File: config.mk
export PLATFORM = sky130hd
export DESIGN_NAME = i2c_cfg_slave
export DESIGN_NICKNAME = d
export VERILOG_FILES = /design/src/rtl/cfgs_pkg.sv /design/src/rtl/cfgs_sync.sv /design/src/rtl/cfgs_link.sv /design/src/rtl/cfgs_regs.sv /design/src/rtl/i2c_cfg_slave.sv
export SDC_FILE = /design/constraint.sdc
export NUM_CORES = 1
export LEC_CHECK = 0
export BUFFER_PORTS_ARGS = -buffer_cell sky130_fd_sc_hd__buf_4
export CORE_MARGIN = 5
export CORE_UTILIZATION = 58
export DETAILED_ROUTE_END_ITERATION = 8
export PLACE_DENSITY_LB_ADDON = 0.08
export SLEW_MARGIN = 20
export SYNTH_ARGS = -nofsm -noshare
export SYNTH_HDL_FRONTEND = slang
export SYNTH_SLANG_ARGS = --single-unit
File: constraint.sdc
create_clock -name clk -period 2.45 [get_ports clk]
set_input_delay 0.3675 -clock clk [delete_from_list [all_inputs] [get_ports clk]]
set_output_delay 0.3675 -clock clk [all_outputs]
set_load 0.01 [all_outputs]
File: src/rtl/cfgs_pkg.sv
package cfgs_pkg;

   localparam int M_W  = 9;
   localparam int N_W  = 2;
   localparam int SS_W = 6;

   localparam logic [M_W-1:0] DEF_M = 9'd256;

   typedef enum logic [1:0] {
      LK_IDLE = 2'd0,
      LK_RECV = 2'd1,
      LK_ACK  = 2'd2,
      LK_SKIP = 2'd3
   } link_st_e;

   typedef struct packed {
      logic [M_W-1:0]  m;
      logic [N_W-1:0]  n;
      logic            up;
      logic            dn;
      logic [SS_W-1:0] ss;
   } cfg_t;

endpackage

File: src/rtl/cfgs_sync.sv
module cfgs_sync #(
   parameter int STAGES = 2
) (
   input  logic clk,
   input  logic rst_n,
   input  logic scl_in,
   input  logic sda_in,
   output logic scl_rise,
   output logic scl_fall,
   output logic sda_lvl,
   output logic start_det,
   output logic stop_det
);

   generate
      if (STAGES < 2) begin : g_bad_stages
         $error("cfgs_sync: STAGES must be at least 2");
      end
   endgenerate

   logic [STAGES-1:0] scl_sh, sda_sh;
   logic              scl_q, sda_q;
   logic              scl_s, sda_s;

   assign scl_s = scl_sh[STAGES-1];
   assign sda_s = sda_sh[STAGES-1];

   always_ff @(posedge clk or negedge rst_n) begin
      if (!rst_n) begin
         scl_sh <= '1;
         sda_sh <= '1;
         scl_q  <= 1'b1;
         sda_q  <= 1'b1;
      end else begin
         scl_sh <= {scl_sh[STAGES-2:0], scl_in};
         sda_sh <= {sda_sh[STAGES-2:0], sda_in};
         scl_q  <= scl_s;
         sda_q  <= sda_s;
      end
   end

   assign scl_rise  = scl_s & ~scl_q;
   assign scl_fall  = ~scl_s & scl_q;
   assign sda_lvl   = sda_s;
   assign start_det = scl_s & scl_q & sda_q & ~sda_s;
   assign stop_det  = scl_s & scl_q & ~sda_q & sda_s;

endmodule

File: src/rtl/cfgs_link.sv
module cfgs_link
   import cfgs_pkg::*;
#(
   parameter logic [6:0] ADDR_BASE   = 7'b1101100,
   parameter int          SEL_BIT     = 1,
   parameter int          FRAME_BYTES = 4,
   localparam int         CNT_W       = $clog2(FRAME_BYTES + 1)
) (
   input  logic             clk,
   input  logic             rst_n,
   input  logic             addr_sel,
   input  logic             scl_rise,
   input  logic             scl_fall,
   input  logic             sda_lvl,
   input  logic             start_det,
   input  logic             stop_det,
   output logic             sda_oe,
   output logic             wr_en,
   output logic [CNT_W-1:0] wr_idx,
   output logic [7:0]       wr_byte,
   output logic             commit
);

   generate
      if (SEL_BIT < 0 || SEL_BIT > 6) begin : g_bad_sel
         $error("cfgs_link: SEL_BIT must address one of the 7 address bits");
      end
      if (FRAME_BYTES < 1) begin : g_bad_frame
         $error("cfgs_link: FRAME_BYTES must be positive");
      end
   endgenerate

   link_st_e         st;
   logic [7:0]       sh;
   logic [3:0]       bit_cnt;
   logic [CNT_W-1:0] byte_cnt;
   logic             is_addr;
   logic [6:0]       my_addr;
   logic             addr_hit;

   always_comb begin
      my_addr          = ADDR_BASE;
      my_addr[SEL_BIT] = addr_sel;
   end

   assign addr_hit = (sh == {my_addr, 1'b0});

   always_ff @(posedge clk or negedge rst_n) begin
      if (!rst_n) begin
         st       <= LK_IDLE;
         sh       <= '0;
         bit_cnt  <= '0;
         byte_cnt <= '0;
         is_addr  <= 1'b0;
         sda_oe   <= 1'b0;
         wr_en    <= 1'b0;
         wr_idx   <= '0;
         wr_byte  <= '0;
         commit   <= 1'b0;
      end else begin
         wr_en  <= 1'b0;
         commit <= 1'b0;
         if (start_det) begin
            st       <= LK_RECV;
            is_addr  <= 1'b1;
            bit_cnt  <= '0;
            byte_cnt <= '0;
            sda_oe   <= 1'b0;
         end else if (stop_det) begin
            st       <= LK_IDLE;
            sda_oe   <= 1'b0;
            commit   <= (byte_cnt == CNT_W'(FRAME_BYTES));
            byte_cnt <= '0;
         end else begin
            unique case (st)
               LK_RECV: begin
                  if (scl_rise && bit_cnt < 4'd8) begin
                     sh      <= {sh[6:0], sda_lvl};
                     bit_cnt <= bit_cnt + 4'd1;
                  end else if (scl_fall && bit_cnt == 4'd8) begin
                     bit_cnt <= '0;
                     if (is_addr) begin
                        is_addr <= 1'b0;
                        if (addr_hit) begin
                           st     <= LK_ACK;
                           sda_oe <= 1'b1;
                        end else begin
                           st <= LK_SKIP;
                        end
                     end else if (byte_cnt < CNT_W'(FRAME_BYTES)) begin
                        st       <= LK_ACK;
                        sda_oe   <= 1'b1;
                        wr_en    <= 1'b1;
                        wr_idx   <= byte_cnt;
                        wr_byte  <= sh;
                        byte_cnt <= byte_cnt + 1'b1;
                     end else begin
                        st <= LK_SKIP;
                     end
                  end
               end
               LK_ACK: begin
                  if (scl_fall) begin
                     sda_oe <= 1'b0;
                     st     <= LK_RECV;
                  end
               end
               default: begin
               end
            endcase
         end
      end
   end

endmodule

File: src/rtl/cfgs_regs.sv
module cfgs_regs
   import cfgs_pkg::*;
#(
   parameter int  FRAME_BYTES = 4,
   parameter int  SKIP_BYTES  = 1,
   localparam int CNT_W       = $clog2(FRAME_BYTES + 1),
   localparam int CTRL_BYTES  = FRAME_BYTES - SKIP_BYTES
) (
   input  logic             clk,
   input  logic             rst_n,
   input  logic             wr_en,
   input  logic [CNT_W-1:0] wr_idx,
   input  logic [7:0]       wr_byte,
   input  logic             commit,
   output cfg_t             cfg
);

   generate
      if (CTRL_BYTES != 3) begin : g_bad_layout
         $error("cfgs_regs: the control layout needs exactly three bytes after the skipped ones");
      end
   endgenerate

   localparam logic [CTRL_BYTES-1:0][7:0] SHAD_RST =
      {8'h00, {5'b0, DEF_M[2:0]}, {2'b00, DEF_M[8:3]}};

   logic [CTRL_BYTES-1:0][7:0] shad;

   always_ff @(posedge clk or negedge rst_n) begin
      if (!rst_n) begin
         shad <= SHAD_RST;
      end else if (wr_en) begin
         for (int g = 0; g < CTRL_BYTES; g++) begin
            if (wr_idx == CNT_W'(g + SKIP_BYTES)) shad[g] <= wr_byte;
         end
      end
   end

   always_ff @(posedge clk or negedge rst_n) begin
      if (!rst_n) begin
         cfg.m  <= DEF_M;
         cfg.n  <= '0;
         cfg.up <= 1'b0;
         cfg.dn <= 1'b0;
         cfg.ss <= '0;
      end else if (commit) begin
         cfg.n  <= shad[0][7:6];
         cfg.m  <= {shad[0][5:0], shad[1][2:0]};
         cfg.up <= shad[2][7];
         cfg.dn <= shad[2][6];
         cfg.ss <= shad[2][5:0];
      end
   end

endmodule

File: src/rtl/i2c_cfg_slave.sv
module i2c_cfg_slave
   import cfgs_pkg::*;
#(
   parameter logic [6:0] ADDR_BASE   = 7'b1101100,
   parameter int          SEL_BIT     = 1,
   parameter int          SYNC_STAGES = 2,
   parameter int          FRAME_BYTES = 4,
   parameter int          SKIP_BYTES  = 1
) (
   input  logic            clk,
   input  logic            rst_n,
   input  logic            addr_sel,
   input  logic            scl_in,
   input  logic            sda_in,
   output logic            sda_oe,
   output logic [M_W-1:0]  m_div,
   output logic [N_W-1:0]  n_sel,
   output logic            spread_up,
   output logic            spread_down,
   output logic [SS_W-1:0] spread_amt
);

   localparam int CNT_W = $clog2(FRAME_BYTES + 1);

   logic             scl_rise_w, scl_fall_w, sda_lvl_w, start_w, stop_w;
   logic             wr_en_w, commit_w;
   logic [CNT_W-1:0] wr_idx_w;
   logic [7:0]       wr_byte_w;
   cfg_t             cfg_w;

   cfgs_sync #(.STAGES(SYNC_STAGES)) u_sync (
      .clk       (clk),
      .rst_n     (rst_n),
      .scl_in    (scl_in),
      .sda_in    (sda_in),
      .scl_rise  (scl_rise_w),
      .scl_fall  (scl_fall_w),
      .sda_lvl   (sda_lvl_w),
      .start_det (start_w),
      .stop_det  (stop_w)
   );

   cfgs_link #(
      .ADDR_BASE   (ADDR_BASE),
      .SEL_BIT     (SEL_BIT),
      .FRAME_BYTES (FRAME_BYTES)
   ) u_link (
      .clk       (clk),
      .rst_n     (rst_n),
      .addr_sel  (addr_sel),
      .scl_rise  (scl_rise_w),
      .scl_fall  (scl_fall_w),
      .sda_lvl   (sda_lvl_w),
      .start_det (start_w),
      .stop_det  (stop_w),
      .sda_oe    (sda_oe),
      .wr_en     (wr_en_w),
      .wr_idx    (wr_idx_w),
      .wr_byte   (wr_byte_w),
      .commit    (commit_w)
   );

   cfgs_regs #(
      .FRAME_BYTES (FRAME_BYTES),
      .SKIP_BYTES  (SKIP_BYTES)
   ) u_regs (
      .clk     (clk),
      .rst_n   (rst_n),
      .wr_en   (wr_en_w),
      .wr_idx  (wr_idx_w),
      .wr_byte (wr_byte_w),
      .commit  (commit_w),
      .cfg     (cfg_w)
   );

   assign m_div       = cfg_w.m;
   assign n_sel       = cfg_w.n;
   assign spread_up   = cfg_w.up;
   assign spread_down = cfg_w.dn;
   assign spread_amt  = cfg_w.ss;

endmodule

==> summary.md <==
| Metric | Value |
|---|---|
| Die Area | 6860 um2 |
| CTS tree | built |
| Most frequent cell after synthesis | dfrtp_1 |
| Std-Cell Rows | 26 |
| TritonCTS Sinks | 76 |
| Setup Crit Path Kind | reg2reg |
| FFs w/ async S/R, synth | 100% |
| IO buf count | 24 |
| Ys Warns | 0 |
| Worst-path clk slew | 70 ps |
| Fmax | 0.559 GHz |
| Syn-to-layout area delta | 14.4% |
| Clock Path Buffers | 2 |
| Slew headroom | 39.5% |
| Nets | 249 |
| Root Driver | clkbuf_8 |
| PD cells | 804 nW/um2 |
| Main synth FF type | dfrtp_1 |
| Hold Crit Start | sda_in |
| Worst endpoint required time | 2670 ps |
| Net Count, Synth | 219 |
| Path type of the worst min-delay path | in2reg |
| Yosys top cell area share | 55.3% |
| Crit Path Max Fanout | 7 |
| Synthesized area per cell | 14.8 um2 |
| Initial drt markers | 75 |
| Initial antenna violation count | 0 |
| Setup TNS | 0 ps |
| Final setup violation count | 0 |
| # Max-Cap Violations | 0 |
| Core area | 5140 um2 |
| Unique masters post-synth | 35 |
| Pin count of the biggest net entering global routing | 77 |
| Post-DR vias/cell | 5.46 |
| Number of global-route vias before repair | 1769 |
| Count of state elements after synthesis | 76 |
| GRT Total Usage | 15.9% |
| Post-route clock period utilization | 73.0% |
| Cells after Synth | 208 |
| Worst Reg2Reg Path Length in Cells | 4 |
| H-tree depth | 3 |
| Final WL | 5060 um |
| Post-CTS Resized | 0 |
| Initial core utilization | 59.9% |
| P_leak | 0.00173 uW |
| RR Startpoint | u_sync.scl_q |
| Residual DRC | 0 |
| Layout cells sized above 1 | 46.1% |
| Per-cell routed wire length | 16.2 um |
| Hold Path Cell Cnt | 1 |
| Die X-Extent | 82.8 um |
| Vias | 1710 |
| DP HPWL | 3440 um |
| Die height | 82.8 um |
| Post-synth EDFFs | 0 |
| Setup repair bufs after CTS | 0 |
| Final Critical Period | 1790 ps |
| Seq/Total Area, Yosys | 62.1% |
| CP startpoint | u_sync.scl_q |
| Maximum VDD drop | 0.512 mV |
| CTS buffer count | 9 |
| Slew Viols, Final | 0 |
| First-pass GRT wire length | 8600 um |
| RD Place Congestion | 0.924 |
| RSZ-0062 raised after global routing | no |
| Setup crit end kind | register |
| Status | finished clean |
| Overflow after GRT | 0 |
| Actual slew at the worst max-slew pin | 908 ps |
| Top cells by area, synth | dfrtp_1 55%, mux2_2 22%, dfstp_2 6.8%, ha_1 2.4%, a21oi_1 0.98% |
| Syn Std Cell Area | 3080 um2 |
| Antenna violation net count after detailed routing | 0 |
| Drt pass-1 iters | 4 |
| Cell taking the most area after synthesis | dfrtp_1 |
| Final clock skew | 8.54 ps |
| Top post-synthesis cells by count | 68 x dfrtp_1, 59 x mux2_2, 8 x dfstp_2 |
| Data arrival, critical path | 2010 ps |
| Post-route cell area | 3520 um2 |
| Dpl cell area | 3320 um2 |
| # IOs | 25 |
| Hold Fails Final Rpt | 0 |
| Cts hold-fix bufs | 0 |
| Crit start category | register |
| Later-pin clock latency in the skew report | 330 ps |
| Antenna cells | 0 |
## worst max-delay path, cell delays in order (launching register included)
cell	delay [ps]
dfstp_2	600
nand4bb_4	160
o21ai_0	390
o211ai_1	190
mux2_1	330
## cell usage in the layout, fill, tap and decap left out, types with 2 or more instances in the layout
cell | synthesis | routed
ha_1 | 6 | 6
clkinv_2 | 0 | 2
inv_1 | 7 | 7
nor2_1 | 6 | 6
dfstp_2 | 8 | 8
buf_4 | 0 | 25
clkbuf_8 | 0 | 11
nor3_1 | 2 | 2
o21ai_0 | 3 | 3
dfrtp_1 | 68 | 68
mux2_2 | 59 | 59
nand2b_1 | 2 | 2
nand3_1 | 3 | 3
a21oi_1 | 6 | 6
o22ai_1 | 3 | 3
xor2_1 | 3 | 3
nor2b_1 | 3 | 3
nand2_1 | 7 | 7
## sequential cells by signal, indices dropped and copies added (netlist names), 2 cells and up
name,cells
u_link.bit_cnt,4
u_link.byte_cnt,3
u_link.sh,8
u_link.st,2
u_link.wr_byte,8
u_link.wr_idx,3
u_regs.cfg,19
u_regs.shad,19
u_sync.scl_sh,2
u_sync.sda_sh,2
## cell type report
cell class	instances	area, um2
Inverter	7	26.3
Clock buffer	12	155
Timing Repair Buffer	25	188
Multi-Input combinational cell	119	1110
Tap cell	70	87.6
Fill cell	365	1620
Sequential cell	76	1910
Clock inverter	4	47.5
## metrics by stage
stage                     setup slack [ps]  util [%]  std cells  total power (uW)  hold slack, ps
final                                  662      68.5        313              2830             138
after global routing                   555      68.5        313              2980             108
after CTS                              680      68.5        313              2870             117
after detailed placement               702      64.6        297              1910             347
after global placement                 789      64.6        297              1880             345
after floorplan                        728         -        208              1780            71.9
## cells by family after synthesis
logic type | Yosys count | synth area share [%]
flip-flops | 76 | 62.1
AO/OA/AOI/OAI | 16 | 3.13
XOR/XNOR | 4 | 1.14
AND/OR/NAND/NOR | 32 | 6.95
buffers and inverters | 13 | 1.95
multiplexers | 61 | 22.3
adder cells (fa/ha/maj) | 6 | 2.44
## metal layers
| layer | vias to the layer above | GRT usage, % | wire length [um] |
|---|---|---|---|
| met2 | 36 | 25.6 | 2570 |
| met5 | - | 0 | 0 |
| met1 | 875 | 19.4 | 2210 |
| met3 | 7 | 4.36 | 227 |
| met4 | 0 | 9.06 | 50 |
| li1 | 792 | - | - |
## where the power goes
part	leakage, uW	switching, uW	internal [uW]
clock network	0.000102	419	523
registers	0.00101	109	1370
logic	0.000621	207	202
## worst paths after layout
check / slack (ps) / to
worst max-delay path: 660 / u_link.sda_oe
worst min-delay path: 140 / u_sync.sda_sh[0]
worst max register to register: 660 / u_link.sda_oe
worst min register to register: 360 / u_sync.scl_sh[1]
max in group asynchronous: 1710 / u_regs.cfg[17]
min in group asynchronous: 170 / u_regs.cfg[9]
No activity file was read; power rests on OpenSTA's default activity.
